$ cat src/rtl/rt_cmd_pkg.sv
package rt_cmd_pkg;

    typedef enum logic [1:0] {
        CLS_NONE    = 2'd0,
        CLS_ACCEPT  = 2'd1,
        CLS_ILLEGAL = 2'd2,
        CLS_IGNORE  = 2'd3
    } cls_e;

    // Field layout of a command word, MSB first (16 bits).
    typedef struct packed {
        logic [4:0] addr;
        logic       xmit;
        logic [4:0] subaddr;
        logic [4:0] field;
    } cmd_t;

    localparam logic [4:0] BCAST_ADDR = 5'd31;

    function automatic logic is_mode(cmd_t c);
        return (c.subaddr == 5'd0) || (c.subaddr == 5'd31);
    endfunction

    function automatic logic star_reserved(cmd_t c);
        logic tx_res;
        logic rx_res;
        tx_res = (c.field == 5'd0) || (c.field == 5'd4) || (c.field == 5'd5);
        rx_res = (c.field == 5'd20) || (c.field == 5'd21);
        return is_mode(c) && (c.xmit ? tx_res : rx_res);
    endfunction

endpackage

$ cat src/rtl/rt_cmd_decode.sv
module rt_cmd_decode
    import rt_cmd_pkg::*;
(
    input  cmd_t       prev_cmd,
    input  cmd_t       last_cmd,
    input  logic [1:0] n_words,
    input  logic [4:0] own_addr,
    input  logic       star_mode,
    output cls_e       code,
    output logic       reply
);

    logic pair;
    logic own_valid;
    logic prev_own;
    logic last_own;
    logic pair_rel;
    logic last_bc;

    always_comb begin
        own_valid = (own_addr != BCAST_ADDR);
        prev_own  = own_valid && (prev_cmd.addr == own_addr);
        last_own  = own_valid && (last_cmd.addr == own_addr);
        last_bc   = (last_cmd.addr == BCAST_ADDR);
        pair      = (n_words == 2'd2) && !prev_cmd.xmit && last_cmd.xmit;
        pair_rel  = prev_own || (prev_cmd.addr == BCAST_ADDR) || last_own;
        code      = CLS_IGNORE;
        reply     = 1'b0;
        if (pair) begin
            if (pair_rel) begin
                if (star_mode || is_mode(prev_cmd) || is_mode(last_cmd)) begin
                    code = CLS_ILLEGAL;
                end else begin
                    code = CLS_ACCEPT;
                end
                reply = prev_own || last_own;
            end
        end else if (last_own || last_bc) begin
            code  = (star_mode && star_reserved(last_cmd)) ? CLS_ILLEGAL : CLS_ACCEPT;
            reply = last_own;
        end
    end

endmodule

$ cat src/rtl/rt_rsp_timer.sv
module rt_rsp_timer #(
    parameter int RSP_DLY_CYC = 100
) (
    input  logic clk,
    input  logic rst_n,
    input  logic cancel,
    input  logic load,
    output logic fire
);

    localparam int CW = (RSP_DLY_CYC < 2) ? 1 : $clog2(RSP_DLY_CYC + 1);
    localparam logic [CW-1:0] LOAD_VAL = CW'(RSP_DLY_CYC - 1);

    typedef struct packed {
        logic          busy;
        logic [CW-1:0] cnt;
        logic          fire;
    } tmr_t;

    tmr_t tmr_d, tmr_q;

    always_comb begin
        tmr_d      = tmr_q;
        tmr_d.fire = 1'b0;
        if (tmr_q.busy) begin
            if (tmr_q.cnt == '0) begin
                tmr_d.fire = 1'b1;
                tmr_d.busy = 1'b0;
            end else begin
                tmr_d.cnt = tmr_q.cnt - 1'b1;
            end
        end
        if (cancel) begin
            tmr_d.busy = 1'b0;
            tmr_d.fire = 1'b0;
        end
        if (load) begin
            tmr_d.busy = 1'b1;
            tmr_d.cnt  = LOAD_VAL;
        end
    end

    always_ff @(posedge clk) begin
        if (!rst_n) begin
            tmr_q <= '0;
        end else begin
            tmr_q <= tmr_d;
        end
    end

    assign fire = tmr_q.fire;

endmodule

$ cat src/rtl/rt_cmd_check.sv
module rt_cmd_check
    import rt_cmd_pkg::*;
#(
    parameter int RSP_DLY_CYC = 100
) (
    input  logic        clk,
    input  logic        rst_n,
    input  logic        cmd_valid,
    input  logic [15:0] cmd_word,
    input  logic [4:0]  own_addr,
    input  logic        star_mode,
    input  logic        eom,
    output logic        cls_valid,
    output logic [1:0]  cls_code,
    output logic        rsp_start
);

    typedef struct packed {
        cmd_t       prev;
        cmd_t       last;
        logic [1:0] n_words;
        logic       cls_valid;
        cls_e       cls_code;
    } msg_t;

    msg_t msg_d, msg_q;

    cmd_t       win_prev;
    cmd_t       win_last;
    logic [1:0] win_n;
    cls_e       dec_code;
    logic       dec_reply;
    logic       tmr_load;
    logic       tmr_cancel;

    // Message window including a word that arrives in this cycle.
    always_comb begin
        win_prev = msg_q.prev;
        win_last = msg_q.last;
        win_n    = msg_q.n_words;
        if (cmd_valid) begin
            win_prev = msg_q.last;
            win_last = cmd_t'(cmd_word);
            win_n    = (msg_q.n_words == 2'd2) ? 2'd2 : msg_q.n_words + 2'd1;
        end
    end

    rt_cmd_decode i_decode (
        .prev_cmd  (win_prev),
        .last_cmd  (win_last),
        .n_words   (win_n),
        .own_addr  (own_addr),
        .star_mode (star_mode),
        .code      (dec_code),
        .reply     (dec_reply)
    );

    always_comb begin
        msg_d           = msg_q;
        msg_d.prev      = win_prev;
        msg_d.last      = win_last;
        msg_d.n_words   = win_n;
        msg_d.cls_valid = 1'b0;
        msg_d.cls_code  = CLS_NONE;
        tmr_load        = 1'b0;
        if (eom) begin
            msg_d.n_words = 2'd0;
            if (win_n != 2'd0) begin
                msg_d.cls_valid = 1'b1;
                msg_d.cls_code  = dec_code;
                tmr_load        = dec_reply && (dec_code != CLS_IGNORE);
            end
        end
        tmr_cancel = cmd_valid || eom;
    end

    always_ff @(posedge clk) begin
        if (!rst_n) begin
            msg_q <= '0;
        end else begin
            msg_q <= msg_d;
        end
    end

    rt_rsp_timer #(
        .RSP_DLY_CYC (RSP_DLY_CYC)
    ) i_timer (
        .clk    (clk),
        .rst_n  (rst_n),
        .cancel (tmr_cancel),
        .load   (tmr_load),
        .fire   (rsp_start)
    );

    assign cls_valid = msg_q.cls_valid;
    assign cls_code  = msg_q.cls_code;

endmodule

$ cat config.mk
export PLATFORM = sky130hd
export DESIGN_NAME = rt_cmd_check
export DESIGN_NICKNAME = d
export VERILOG_FILES = /design/src/rtl/rt_cmd_pkg.sv /design/src/rtl/rt_cmd_decode.sv /design/src/rtl/rt_rsp_timer.sv /design/src/rtl/rt_cmd_check.sv
export SDC_FILE = /design/constraint.sdc
export NUM_CORES = 1
export LEC_CHECK = 0
export BUFFER_PORTS_ARGS = -buffer_cell sky130_fd_sc_hd__buf_2
export CAP_MARGIN = 15
export CORE_AREA = 4 4 69 71
export CTS_CLUSTER_DIAMETER = 40
export CTS_CLUSTER_SIZE = 8
export DETAILED_ROUTE_END_ITERATION = 8
export DIE_AREA = 0 0 73 75
export GPL_ROUTABILITY_DRIVEN = 1
export MAX_ROUTING_LAYER = met4
export PLACE_DENSITY = 0.72
export SLEW_MARGIN = 5
export SYNTH_ARGS = -nofsm -noshare
export SYNTH_HDL_FRONTEND = slang
export SYNTH_SLANG_ARGS = --single-unit
$ cat constraint.sdc
create_clock -name clk -period 1.66 [get_ports clk]
set_input_delay 0.249 -clock clk [delete_from_list [all_inputs] [get_ports clk]]
set_output_delay 0.249 -clock clk [all_outputs]
set_load 0.02 [all_outputs]
* After elaboration in Yosys (flattened, before gate mapping)
Cells that the tools add are included.
Storage, ports and cells: register bits after elaboration 46, input bits 26, output and inout port bits 4, logic and storage cells 90
Operators by class: add/sub/neg operators 2, equal/unequal tests 15, mux-type cells 22, bitwise logic cells 3, reductions and logical operators 33
Operators with widths (count):
- $mux W16 | 2
- $eq A5 B5 Y1 const B | 6
- $logic_not A5 Y1 | 3
- $mux W2 | 7
- $logic_or A1 B1 Y1 | 12
- $eq A5 B3 Y1 const B | 2
- $eq A5 B5 Y1 | 2
- $mux W1 | 9
- $mux W9 | 1
- $mux W8 | 1
- $logic_and A1 B1 Y1 | 7
- $logic_not A7 Y1 | 1
- $mux W7 | 1
- $sub A7 B1 Y7 const B | 1
- $reduce_and A2 Y1 | 3
- $ne A5 B5 Y1 const B | 1
- $eq A2 B2 Y1 const B | 2
- $reduce_bool A2 Y1 | 2
- $reduce_or A2 Y1 | 2
- $mux W3 | 1
- $not A1 Y1 | 3
- $reduce_and A3 Y1 | 1
- $reduce_or A3 Y1 | 1
- $add A2 B1 Y2 const B | 1
- other kinds (3) | 3

* Logic depth before layout (Yosys ltp)
depth after elaboration 16, gate-level depth with buffers 8, gate-level depth less buffers 8

* Cells and area by module
From an unflattened synthesis, not the netlist that was laid out.
Second synthesis, totals: cells, all modules 225, area total of the unflattened synthesis 2443.6 µm²
By module, submodules not included:
- rt_cmd_check | times used 1, cells an instance 130, area an instance 1655.3 µm²
- rt_rsp_timer | times used 1, cells an instance 45, area an instance 434.2 µm²
- rt_cmd_decode | times used 1, cells an instance 50, area an instance 354.1 µm²

* Least setup slack after synthesis
No wires, ideal clock.
kind register to register, start point register msg_q[4] (netlist name), end point register msg_q (netlist bit cls_code[0]), library setup time 0.095 ns, data arrival time 1.628 ns, required time 1.565 ns, path slack -0.064 ns, cell stages (with the launch flop) 9, buffers on the path 0, path through dfxtp_1 > inv_1 > ha_1 > nor4bb_1 > o2111ai_1 > a21oi_1 > o21ai_0 > and2_1 > a221oi_1
Between the ends: cells in the longest elaborated chain, start to end 7, elaborated cells between the ends (all ways) 10, those cells by class add/sub (1); eq/ne (2); mux (3); reduce/logical (4)
Ends and longest elaborated chain:
- start: declaration | line rt_cmd_check.sv:26 | msg_t msg_d, msg_q;
- start signal: assignment | line rt_cmd_check.sv:81 | msg_q <= msg_d;
- $add A2 B1 Y2 / $eq A2 B2 Y1 (equally long branches) | line rt_cmd_check.sv:44 | win_n = (msg_q.n_words == 2'd2) ? 2'd2 : msg_q.n_words + 2'd1;
- $mux W2 | line rt_cmd_check.sv:44
- $mux W2 (*) | line rt_cmd_check.sv:41 | if (cmd_valid) begin
- $eq A2 B2 Y1 | line rt_cmd_decode.sv:25 | pair = (n_words == 2'd2) && !prev_cmd.xmit && last_cmd.xmit;
- $logic_and A1 B1 Y1 (2 in series) | line rt_cmd_decode.sv:25
- $mux W2 | line rt_cmd_decode.sv:29 | if (pair) begin
Every way passes the cells marked *; elsewhere a longest branch is shown, timed or not. A chain may end at the register's enable or synchronous reset.

* Worst setup path after layout
start point register msg_q[3] (netlist name), end point register msg_q (netlist bit cls_code[0])
The elaborated chain is that of the path after synthesis.

==> reports/summary.txt <==
status -> complete, but fails checks
failing checks -> negative setup slack
Final Cycle Share -> 1.03
#FFs+latches synth -> 41
Synth Area in Compound Gates -> 0.0926
Post-synth EDFFs -> 0
drt wl/cell -> 13.4 um
H-tree depth -> 2
leakage power -> 1.18 nW
Layout area overhead -> 33.5%
cell internal pwr -> 1.70 mW
Slew Limit Headroom -> 0.656
RePlAce Congestion -> 0.892
TritonCTS clock tree -> done
top cells by count, synth -> dfxtp_1, nor2_1, mux2i_1, nand2_1, xnor2_1
Slew @ Worst Pin -> 0.512 ns
final instance area -> 2700 um2
setup slack after layout -> -0.0455 ns
FP Rows -> 24
Num CTS Buffers -> 5
max incr delay on CP -> 0.34 ns
Final min period -> 1.71 ns
largest family of logic cells by synthesized area -> simple AND/OR/NAND/NOR gates
simple-gate share of the synthesized area -> 0.204
largest area contributor in the netlist -> dfxtp_1
# DRC -> 0
Critical-path top delay cell -> a2111oi_4
power share of the combinational group -> 0.164
placed standard-cell area -> 2420 um2
post-synthesis instance area -> 2030 um2
maximum vdd drop -> 0.462 mV
die width -> 73 um
I/O pin count -> 30
Critical Path RT -> 1.87 ns
post-synthesis mux area share -> 0.151
quantity of hold-fixing buffers added after cts -> 0
Hold/Removal Path Class -> in2reg
crit-path max FO -> 2
YS warnings -> 0
sequential area share after synthesis -> 0.405
Net Count, Synth -> 243
Switching Fraction -> 0.236
clk slew on worst S/H paths -> 0.07 ns
final hold vios -> 0
Final Setup Violations -> 2
Yosys top cell area share -> 0.405
Netlist cell types -> 44
count leader, synth -> dfxtp_1
Clock Skew -> 0.00364 ns
antenna-violating nets left -> 0
Sw Pwr -> 0.525 mW
via count -> 1702
Tot GR Track Use -> 0.179
MaxCap Viol Count -> 0
Clock Tree Root -> clkbuf_8
PD cells -> 824 nW/um2
clock share of power -> 0.364
largest net degree at the start of global routing -> 29
DR vias/cell -> 5.19
CTS sink count -> 41
Synth Area per Inst -> 9.47 um2
initial core utilization -> 0.478
# diodes -> 0
Bufs on Longest Clock Path -> 2
drt first pass iters -> 4
DP HPWL -> 3400 um
worst endpoint data arrival time -> 1.91 ns
vias in the first global route -> 1625
initial antenna violation count -> 0
Worst-Skew Late Latency -> 0.29 ns
critical path endpoint category -> register
die area -> 5480 um2
Sequential Power Share -> 0.472
xor and xnor area share after synthesis -> 0.0692
Post-layout nets -> 304
Post-synth ARST share -> 0
fmax -> 586 MHz
Setup TNS -> -0.0887 ns
Crit Path Class -> reg2reg
global-route wire length before repair -> 7400 um
RSZ-0062 raised after global routing -> yes
Synth Area in Adders -> 0.0185
crit start category -> register
gate count after technology mapping -> 214
Die H -> 75 um
DRT iter0 DRCs -> 70
Slew Viols, Final -> 0
dominant synthesized flop cell -> dfxtp_1
share of cells above drive strength 1 -> 0.370
PortBufs -> 29
placeable core region -> 4230 um2
synth top area cells -> dfxtp_1, mux2i_1, nor2_1
final wirelength -> 4400 um
total gr overflow -> 0
crit path cell chain -> buf_4 > nand4bb_4 > a2111oi_4 > o21a_1 > o21ai_1 > and2_1 > a221oi_2
[cell families (layout without fill, tap and decap cells)]
| logic type | count (synthesis) | after routing |
|---|---|---|
| simple gates | 81 | 81 |
| flops | 41 | 41 |
| mux | 30 | 30 |
| compound gates | 26 | 26 |
| buf+inv | 17 | 79 |
| xor+xnor | 16 | 16 |
| fa+ha+maj | 3 | 3 |
[state kept, by name, indices dropped and copies added, names as in the netlist]
signal         flops
cls_valid          1
msg_q             29
cls_code           2
i_timer.tmr_q      8
i_timer.fire       1
[critical path, delay by kind of cell, from the launching register on]
kind	cells	cell delay (ns)
compound gates	4	0.78
simple gates	2	0.40
flops	1	0.33
buf+inv	1	0.13
[worst paths after layout]
check	to	depth (start not counted)	startpoint	slack [ns]
max	cls_code[0]$_SDFF_PN0_	7	msg_q[3]$_SDFF_PP0_	-0.05
min	msg_q[6]$_SDFF_PN0_	3	cmd_word[1]	0.21
max reg2reg	cls_code[0]$_SDFF_PN0_	7	msg_q[3]$_SDFF_PP0_	-0.05
min reg2reg	msg_q[6]$_SDFF_PN0_	2	msg_q[6]$_SDFF_PN0_	0.50
[cells in the final DEF, fill, tap and decap left out, drive strengths merged, types with 2 or more instances in the layout]
| cell | n |
|---|---|
| nand4 | 2 |
| inv | 7 |
| mux2 | 2 |
| buf | 64 |
| mux2i | 28 |
| and2 | 5 |
| clkbuf | 7 |
| dfxtp | 41 |
| nand2 | 11 |
| a21oi | 5 |
| a21o | 5 |
| nand3 | 10 |
| nor4 | 8 |
| xnor2 | 11 |
| o21ai | 5 |
| xor2 | 5 |
| ha | 3 |
| nor2 | 33 |
| a211oi | 4 |
| nor3 | 3 |
[routing by layer]
layer	up-vias	track usage	part of all wire
li1	871	-	-
met1	792	0.219	0.47
met2	32	0.298	0.48
met3	7	0.0414	0.043
met4	0	0.0430	0.015
met5	-	-	0
[metrics by stage]
step                      hold WS [ns]   util  cells  setup slack, ns  power [mW]
after floorplan                  0.396      -    214           0.0135        1.27
after global placement           0.465  0.572    316           -0.187        1.39
after detailed placement         0.485  0.572    316           -0.267        1.40
after CTS                        0.207  0.615    324          -0.0338        2.22
after global routing             0.237  0.639    328           -0.178        2.33
final                            0.206  0.639    328          -0.0455        2.23
[power groups by stage]
| stage | clock (mW) | sequential (mW) | combinational, mW |
|---|---|---|---|
| after CTS | 0.824 | 1.05 | 0.343 |
| after global routing | 0.874 | 1.06 | 0.397 |
| final | 0.810 | 1.05 | 0.365 |
| after floorplan | 0 | 1.07 | 0.202 |
| after detailed placement | 0 | 1.07 | 0.328 |
| after global placement | 0 | 1.07 | 0.322 |
[cell type report]
type / count / area [um2]
clock buffers: 7 / 86.3
clock inverters: 1 / 30.0
fillers: 343 / 1530
inverters: 7 / 26.3
multi-input cells: 156 / 1240
flip-flops and latches: 41 / 823
well taps: 52 / 65.1
repair buffers: 64 / 433
[timing repair]
action | in CTS | in global routing
resized for setup | 13 | 15
endpoints found under the setup margin | 10 | 10
pin swaps | 4 | 7
cloned | 0 | 0
buffers inserted | 0 | 4
Note: power is estimated with default switching activity, not from simulation.
